==> config.mk <==
export PLATFORM = sky130hd
export DESIGN_NAME = dsm_therm_enc
export DESIGN_NICKNAME = d
export VERILOG_FILES = /design/src/rtl/dsm_pkg.sv /design/src/rtl/dsm_step_ctr.sv /design/src/rtl/dsm_quant.sv /design/src/rtl/dsm_therm.sv /design/src/rtl/dsm_therm_enc.sv
export SDC_FILE = /design/constraint.sdc
export NUM_CORES = 1
export LEC_CHECK = 0
export BUFFER_PORTS_ARGS = -buffer_cell sky130_fd_sc_hd__buf_2
export CORE_AREA = 2 2 63 65
export CTS_CLUSTER_SIZE = 24
export DETAILED_ROUTE_END_ITERATION = 7
export DIE_AREA = 0 0 65 67
export PLACE_DENSITY = 0.72
export SYNTH_ARGS = -nofsm -noshare
export SYNTH_HDL_FRONTEND = slang
export SYNTH_SLANG_ARGS = --single-unit
==> constraint.sdc <==
create_clock -name clk -period 9 [get_ports clk]
set_input_delay 1.8 -clock clk [delete_from_list [all_inputs] [get_ports clk]]
set_output_delay 1.8 -clock clk [all_outputs]
set_load 0.01 [all_outputs]
==> src/rtl/dsm_pkg.sv <==
package dsm_pkg;
    localparam int DSM_IN_W  = 9;
    localparam int DSM_OUT_W = 4;
    localparam int DSM_OSR   = 100;

    typedef enum logic {
        SLOT_LOAD = 1'b1,
        SLOT_HOLD = 1'b0
    } slot_e;

    function automatic int unsigned dsm_lines(input int unsigned out_w);
        return (1 << out_w) - 1;
    endfunction
endpackage

==> src/rtl/dsm_step_ctr.sv <==
module dsm_step_ctr #(
    parameter int OSR = dsm_pkg::DSM_OSR
) (
    input  logic          clk,
    input  logic          rst,
    input  logic          step_en,
    output dsm_pkg::slot_e slot
);
    localparam int PH_W = (OSR > 1) ? $clog2(OSR) : 1;
    localparam logic [PH_W-1:0] LAST = PH_W'(OSR - 1);

    logic [PH_W-1:0] pos_q;

    always_ff @(posedge clk) begin
        if (rst) begin
            pos_q <= '0;
        end else if (step_en) begin
            pos_q <= (pos_q == LAST) ? '0 : pos_q + 1'b1;
        end
    end

    assign slot = (pos_q == '0) ? dsm_pkg::SLOT_LOAD : dsm_pkg::SLOT_HOLD;

    AST_STEP_RANGE: assert property (@(posedge clk) disable iff (rst)
        pos_q <= LAST);
endmodule

==> src/rtl/dsm_quant.sv <==
module dsm_quant #(
    parameter int IN_W  = dsm_pkg::DSM_IN_W,
    parameter int OUT_W = dsm_pkg::DSM_OUT_W
) (
    input  logic             clk,
    input  logic             rst,
    input  logic             step_en,
    input  dsm_pkg::slot_e   slot,
    input  logic [IN_W-1:0]  staged,
    output logic [OUT_W-1:0] code
);
    localparam int ERR_W = IN_W - OUT_W;
    localparam int SUM_W = IN_W + 1;

    logic [IN_W-1:0]  held_q;
    logic [IN_W-1:0]  cur_w;
    logic [ERR_W-1:0] err_q;
    logic [ERR_W-1:0] err_d;
    logic [SUM_W-1:0] sum;
    logic [OUT_W:0]   raw;
    logic             sat;
    logic [OUT_W-1:0] code_d;
    logic [OUT_W-1:0] code_q;

    always_comb begin
        cur_w  = (slot == dsm_pkg::SLOT_LOAD) ? staged : held_q;
        sum    = {1'b0, cur_w} + SUM_W'(err_q);
        raw    = sum[SUM_W-1:ERR_W];
        sat    = raw[OUT_W];
        code_d = sat ? '1 : raw[OUT_W-1:0];
        err_d  = sat ? '1 : sum[ERR_W-1:0];
    end

    always_ff @(posedge clk) begin
        if (rst) begin
            held_q <= '0;
            err_q  <= '0;
            code_q <= '0;
        end else if (step_en) begin
            held_q <= cur_w;
            err_q  <= err_d;
            code_q <= code_d;
        end
    end

    assign code = code_q;

    AST_SAT_CLAMP: assert property (@(posedge clk) disable iff (rst)
        (step_en && sat) |=> (code_q == '1 && err_q == '1));
    AST_HOLD_WORD: assert property (@(posedge clk) disable iff (rst)
        (step_en && slot == dsm_pkg::SLOT_HOLD) |=> $stable(held_q));
endmodule

==> src/rtl/dsm_therm.sv <==
module dsm_therm #(
    parameter int OUT_W = dsm_pkg::DSM_OUT_W,
    parameter int LINES = (1 << OUT_W) - 1
) (
    input  logic [OUT_W-1:0] code,
    output logic [LINES-1:0] lines
);
    for (genvar i = 0; i < LINES; i++) begin : g_line
        assign lines[i] = (code > OUT_W'(i));
    end
endmodule

==> src/rtl/dsm_therm_enc.sv <==
module dsm_therm_enc #(
    parameter int IN_W  = dsm_pkg::DSM_IN_W,
    parameter int OUT_W = dsm_pkg::DSM_OUT_W,
    parameter int OSR   = dsm_pkg::DSM_OSR,
    parameter int LINES = (1 << OUT_W) - 1
) (
    input  logic             clk,
    input  logic             rst,
    input  logic             step_en,
    input  logic             word_load,
    input  logic [IN_W-1:0]  word_in,
    output logic [LINES-1:0] dac_lines
);
    logic [IN_W-1:0]  staged_q;
    dsm_pkg::slot_e   slot;
    logic [OUT_W-1:0] code;

    always_ff @(posedge clk) begin
        if (rst) begin
            staged_q <= '0;
        end else if (word_load) begin
            staged_q <= word_in;
        end
    end

    dsm_step_ctr #(.OSR(OSR)) u_ctr (
        .clk(clk), .rst(rst), .step_en(step_en), .slot(slot)
    );

    dsm_quant #(.IN_W(IN_W), .OUT_W(OUT_W)) u_quant (
        .clk(clk), .rst(rst), .step_en(step_en), .slot(slot),
        .staged(staged_q), .code(code)
    );

    dsm_therm #(.OUT_W(OUT_W), .LINES(LINES)) u_therm (
        .code(code), .lines(dac_lines)
    );

    AST_THERM_SHAPE: assert property (@(posedge clk) disable iff (rst)
        (dac_lines & LINES'(dac_lines + LINES'(1))) == '0);
    AST_IDLE_STABLE: assert property (@(posedge clk) disable iff (rst)
        !step_en |=> $stable(dac_lines));
    AST_RESET_DARK: assert property (@(posedge clk)
        rst |=> dac_lines == '0);
endmodule

==> results.md, run 1 <==
- The number of core rows is 22.
- The remaining number of nets flagged by the antenna check after routing is 0.
- The leakage power is 0.966 nW.
- After the first detailed-routing iteration, the DRC count stood at 108.
- Along the worst path, the maximum fanout reaches 10.
- The synthesized netlist net count is 237.
- Based on the critical path, the design can be clocked at up to 309 MHz.
- The met3 usage is 0.0574.
- In the final timing run, aggregate negative setup slack is 0 ns.
- In this run the number of H-tree levels came out at 2.
- The later pin in the worst-skew pair is clocked with a latency of 0.29 ns.
- The worst hold path was traced through 2 stages.
- The time the final worst path needs with I/O delays and setup is 3.23 ns.
- The worst path required time is 9.18 ns.
- dfxtp_1 takes more of the synthesized area than any other cell.
- The sum of net half-perimeters after detailed placement is 2.58 mm.
- The width of the chip is 65 µm.
- Summing all placed instances gives a cell area of 2090 µm².
- Setup violations remaining at the end of the flow were counted as 0.
- The number of iterations in the first detailed-routing pass is 4.
- The repair_antennas step left the layout with diodes totalling 0.
- The startpoint type of the worst setup path is a flip-flop.
- Counting cells, the worst reg-to-reg path comes to 12.
- The met1 global-route usage is 0.237.
- The most crowded layer after global routing is met2.
- The number of buffers created by CTS is 5.
- The total grt overflow is 0.
- The design area is 2210 µm².
- The multi-input gate area in the final layout is 1190 µm².
- The final number of hold-violating endpoints is 0.
- The path class of the tightest hold or removal check is reg2reg.
- Counting the fill cells in the layout gives 310.
- Once placement completed, the tool counted placed cells totaling 280.
- The max-slew violation count is 0.
- Among all flip-flop cells after synthesis, the most frequent one is dfxtp_1.
- The final hold slack is 0.494 ns.
- Entering global routing, the biggest net connects 33 pins.
- The quantity of gates resized following cts is 0.
- The clock-pin slew reported for the worst setup and hold paths after clock tree synthesis is 0.07 ns.
- The clock sink count is 34.
- In this run, post-CTS hold repair placed 0 buffers.
- The kind of end point of the critical path is a flip-flop.
- The full die area is 4360 µm².
- The initial antenna violation count was 0.
- After synthesis the netlist holds a flip-flop and latch count of 34.
- Detailed routing inserted a total of 1554 vias.
- In this run the vertical extent of the chip is 67 µm.
- The number of global-route vias before repair was 1435.
- The clock tree from TritonCTS is done.
- The number of max-cap violations is 0.
- The routed wire length is 3.63 mm.
- Of the synthesized area, sequential elements account for 0.351.
- The total power after layout is 0.370 mW.
- The most common cell after layout, fill and taps aside is nor2_1.
- The sequential cells in the finished layout cover a total of 681 µm².
- For this run, global-route usage on met2 was measured as 0.304.
- In this run the power density over the cells is 168 nW/µm².
- The fraction of registers with async set/reset is 0.
- The global router's overall resource usage is 0.189.
- The starting density of the core is 0.538.
- Averaged over all synthesized cells, the footprint is 8.98 µm².
- At the pin with the least slew margin, the transition time is 0.637 ns.
- In this run the tightest slew margin relative to its limit is 0.575.
- 28 I/O pins were placed.
- The number of distinct library cell variants in the gate-level netlist after synthesis is 48.
- The wire length of the first global-routing pass is 6.41 mm.
- The worst-case IR drop observed on VDD is 0.0000939 V.
- The cell count after synthesis is 216.
- Setup repair after global routing left no endpoint under its margin.
- The post-synthesis to final-layout area growth is 13.7%.
- Dividing the detail-routed via count by the number of cells gives 5.41.
- The run finished with clean final reports.
- The number of nets in the layout is 260.
- The period utilization is 0.359.
- The synthesized design contains 0 enable-type register cells.
- The ratio of cells with drive above 1 in the final layout is 0.251.
- The tree is rooted in a clkbuf_8.
- The worst setup slack after placement is 5.79 ns.
- For this run, the share of the core covered by cells in the final layout is 0.612.
- The post-detailed-route wirelength per cell is 12.7 µm.
- In the layout the commonest cells are 38 x nor2_1, 34 x dfxtp_1, 27 x buf_2.
- Routability-driven placement finished with a final weighted congestion of 0.807.
- The synthesized netlist occupies a cell area of 1940 µm².
- At the worst endpoint, the arrival time is 3.41 ns.
- Between clock sinks in the finished design, the worst skew comes to 0.00585 ns.
- Yosys printed 0 warnings.
- The maximum count of clock buffers along a single path is 2.
- The core region is 3610 µm².
- In the post-synthesis netlist, the biggest area contributors are dfxtp_1 35%, mux2i_1 9.8%, nor2_1 7.4%.
- The worst path setup slack after routing is 5.77 ns.
- The number of buffers added on ports is 27.
- The critical path is of the reg2reg type.
- The final instance count without filler cells is 287.
- The DRC violations left is 0.
- The area fraction of the dominant cell type after synthesis is 0.351.
- After clock tree synthesis, the setup repair step added 0 buffers.
logic make-up (layout without fill, tap and decap cells):
logic type | after synthesis | count (layout) | share of synthesized area
flip-flops | 34 | 34 | 0.351
AND/OR/NAND/NOR | 83 | 83 | 0.226
multiplexers | 24 | 24 | 0.127
AO/OA/AOI/OAI | 40 | 40 | 0.168
XOR/XNOR | 8 | 8 | 0.0361
buffers and inverters | 19 | 42 | 0.0368
adder cells (fa/ha/maj) | 8 | 8 | 0.0554
layout make-up:
| class | instances | area share |
|---|---|---|
| repair buffers | 27 | 0.0612 |
| multi-input cells | 163 | 0.539 |
| flip-flops and latches | 34 | 0.308 |
| inverters | 8 | 0.0136 |
| clock inverters | 1 | 0.0136 |
| well taps | 48 | 0.0272 |
| clock buffers | 6 | 0.0374 |
layer usage:
layer  up-vias  share of wire
met5         -              0
met4         0          0.010
met3         5          0.043
met2        34           0.45
met1       707           0.49
li1        808              -
synthesized netlist by cell type, drive strengths merged, types with 6 or more instances:
master  number
ha           7
mux2i       19
nor2        38
dfxtp       34
o21ai        6
nand2       14
clkbuf       9
inv          8
a21oi       10
nand3        6
path summary, 6_finish.rpt:
check / start / endpoint / slack, ns
min: u_quant.held_q[2] / u_quant.held_q[2] / 0.49
max: u_ctr.pos_q[0] / u_quant.code[3] / 5.77
min reg2reg: u_quant.held_q[2] / u_quant.held_q[2] / 0.49
max reg2reg: u_ctr.pos_q[0] / u_quant.code[3] / 5.77
report_power, final:
group / total [mW] / switching, mW / internal (mW)
Clock: 0.140 / 0.0517 / 0.0885
Combinational: 0.0625 / 0.0341 / 0.0285
Sequential: 0.168 / 0.00879 / 0.159
critical path, cell delays in order, from the launching register on:
cell and delay [ns]:
dfxtp_1 0.34, inv_1 0.07, ha_1 0.15, nor3b_2 0.51, nand2_4 0.20, mux2_2 0.34, ha_1 0.21, fa_1 0.40
a21oi_1 0.21, o21ai_0 0.17, o21ai_1 0.19, nor4b_2 0.09, a2111oi_2 0.27
sequential cells by signal (all words and copies together) (netlist names):
name / count
staged_q: 9
u_quant.err_q: 5
u_quant.held_q: 9
u_quant.code: 4
u_ctr.pos_q: 7
(Power assumes the default switching activity.)
==> run 2: changes to the inputs <==
==> constraint.sdc (replaced) <==
create_clock -name clk -period 3.1 [get_ports clk]
set_input_delay 0.62 -clock clk [delete_from_list [all_inputs] [get_ports clk]]
set_output_delay 0.62 -clock clk [all_outputs]
set_load 0.01 [all_outputs]
==> run 2 against run 1 <==
Net effect:
- combinational power rose to 3.0 times the previous value
- largest power group is now the clock network
- critical endpoint unchanged
- global-route usage down 0.56 points
- register-to-register slack worse by 5.5 ns
- core utilization up 1.3 points
- sequential power rose to 2.9 times the previous value
==> results.md, run 2 (same netlist as run 1, synthesis figures left out) <==
- The antenna cell count is 0 (unchanged).
- The power per standard cell area was 517 nW/µm² (was 168 nW/µm²).
- The time the final worst path needs with I/O delays and setup is 2.88 ns (was 3.23 ns).
- The maximum vdd ir drop is 0.000326 V (was 0.0000939 V).
- The headroom to the max-slew limit is 0.573 (was 0.575).
- The timing-limited maximum frequency is 348 MHz (was 309 MHz).
- The max-slew violation count is 0 (unchanged).
- The total negative slack is 0 ns (unchanged).
- The wire length of the first global-routing pass was 6.15 mm (was 6.41 mm).
- The number of top-level pins is 28 (unchanged).
- The leakage power was 0.989 nW (was 0.966 nW).
- The DRC violations left came to 0 (unchanged).
- The detailed-route vias per instance is 5.43 (was 5.41).
- The global router's overall resource usage is 0.184 (was 0.189).
- The ratio of cells with drive above 1 in the final layout came to 0.263 (was 0.251).
- The total power after layout was 1.17 mW (was 0.370 mW).
- The sum of net half-perimeters after detailed placement is 2.74 mm (was 2.58 mm).
- The post-synthesis to final-layout area growth is 16.2% (was 13.7%).
- The starting density of the core is 0.538 (unchanged).
- The final number of hold-violating endpoints is 0 (unchanged).
- The number of buffers created by CTS came to 5 (unchanged).
- Leading registers by flop count: staged_q x9, u_quant.held_q x9, u_ctr.pos_q x7 (unchanged).
- The startpoint type of the worst setup path is a flip-flop (unchanged).
- The post-detailed-route wirelength per cell is 13.1 µm (was 12.7 µm).
- The clock-pin slew reported for the worst setup and hold paths after clock tree synthesis is 0.08 ns (was 0.07 ns).
- Top library cells by usage in the layout, fill and taps aside: 38 x nor2_1, 34 x dfxtp_1, 27 x buf_2 (unchanged).
- The clock tree skew after final layout is 0.0114 ns (was 0.00585 ns).
- The post-route core utilization is 0.625 (was 0.612).
- The most common cell after layout, fill and taps aside is nor2_1 (unchanged).
- The clock root buffer is clkbuf_8 (unchanged).
- The full die area was 4360 µm² (unchanged).
- The number of max-cap violations is 0 (unchanged).
- The class of the tightest hold or removal check is reg2reg (unchanged).
- The maximum count of clock buffers along a single path is 2 (unchanged).
- The initial antenna violation count was 0 (unchanged).
- The worst path required time came to 3.29 ns (was 9.18 ns).
- The worst path setup slack after routing is 0.224 ns (was 5.77 ns).
- The slew at the pin with the worst max-slew slack is 0.641 ns (was 0.637 ns).
- The kind of end point of the critical path is a flip-flop (unchanged).
- The clock network latency to the later pin of the worst-skew pair is 0.29 ns (about the same).
- The routed wire length is 3.81 mm (was 3.63 mm).
- The kind of critical path is reg2reg (unchanged).
- The number of nets in the layout is 263 (was 260).
- The total via count after detailed routing is 1580 (was 1554).
- The worst setup slack after placement is 0.114 ns (was 5.79 ns).
- The number of iterations in the first detailed-routing pass is 4 (unchanged).
- The total grt overflow was 0 (unchanged).
- The worst-case register-to-register setup slack is 0.22 ns (was 5.77 ns).
- The number of buffers inserted by hold repair at cts came to 0 (unchanged).
- The number of failing setup endpoints in the final timing report is 0 (unchanged).
- The core region area was 3610 µm² (unchanged).
- The vertical extent of the die came to 67 µm (unchanged).
- The initial detailed-routing violation count is 70 (was 108).
- The number of core rows was 22 (unchanged).
- The width of the chip is 65 µm (unchanged).
- The clock sink count is 34 (unchanged).
- The number of global-route vias before repair is 1347 (was 1435).
- The worst path arrival time is 3.07 ns (was 3.41 ns).
- The pin count of the biggest net entering global routing came to 33 (unchanged).
- The number of buffers added on ports is 27 (unchanged).
- The placer's final routability congestion estimate is 0.774 (was 0.807).
- The number of H-tree branching levels came to 2 (unchanged).
- Result of the run: completed (unchanged).
- The period utilization is 0.928 (was 0.359).
- The clock tree from TritonCTS was done (unchanged).
- The largest fanout on the critical path is 10 (unchanged).
- The remaining number of nets flagged by the antenna check after routing is 0 (unchanged).
==> run 2: cell count changes in the layout (fill, tap and decap cells not counted), sizes merged <==
| cell | previous run | this run |
|---|---|---|
| clkbuf | 6 | 5 |
| clkinv | 0 | 1 |
| buf | 27 | 30 |
| bufinv | 1 | 2 |
==> run 2: where the power goes <==
group | internal (mW) | switching, mW
combinational | 0.0858 | 0.101
sequential | 0.461 | 0.0256
clock | 0.322 | 0.170
total | 0.869 | 0.297
==> run 2: through the flow <==
step | area, µm² | instances | hold slack, ns
after global placement | 2110 | 282 | 0.469
final | 2250 | 291 | 0.493
after detailed placement | 2110 | 282 | 0.477
after CTS | 2250 | 290 | 0.498
after floorplan | 1940 | 216 | 0.454
after global routing | 2250 | 291 | 0.515
==> run 2: final timing paths <==
| kind | start | endpoint | depth (start not counted) |
|---|---|---|---|
| max | u_ctr.pos_q[0] | u_quant.code[3] | 12 |
| min | u_quant.held_q[2] | u_quant.held_q[2] | 2 |
| max reg2reg | u_ctr.pos_q[0] | u_quant.code[3] | 12 |
| min reg2reg | u_quant.held_q[2] | u_quant.held_q[2] | 2 |
==> run 2: area by class of cell <==
type / count / area (µm²)
multi-input combinational: 163 / 1190
clock inverter: 3 / 68.8
timing repair buffer: 30 / 158
inverter: 8 / 30.0
tap: 48 / 60.1
clock buffer: 5 / 68.8
fill: 324 / 1350
sequential: 34 / 681
==> run 2: repair_timing <==
action | 4_1_cts | 5_1_grt
buffers inserted | 0 | 1
resized for setup | 0 | 1
setup endpoints to repair | 0 | 2
==> run 2: critical path: stages, from the launching register on <==
cell	delay [ns]
dfxtp_1	0.39
inv_1	0.06
ha_1	0.20
nor3b_2	0.18
nand2_4	0.15
mux2_2	0.36
ha_1	0.21
fa_1	0.40
a21oi_1	0.22
o21ai_1	0.13
o21ai_1	0.15
nor4b_2	0.08
a2111oi_2	0.26
==> run 2: layer usage <==
layer	up-vias	wire (µm)	track usage
li1	815	-	-
met1	735	1820	0.231
met2	25	1800	0.302
met3	5	133	0.0456
met4	0	48	0.0718
met5	-	0	0
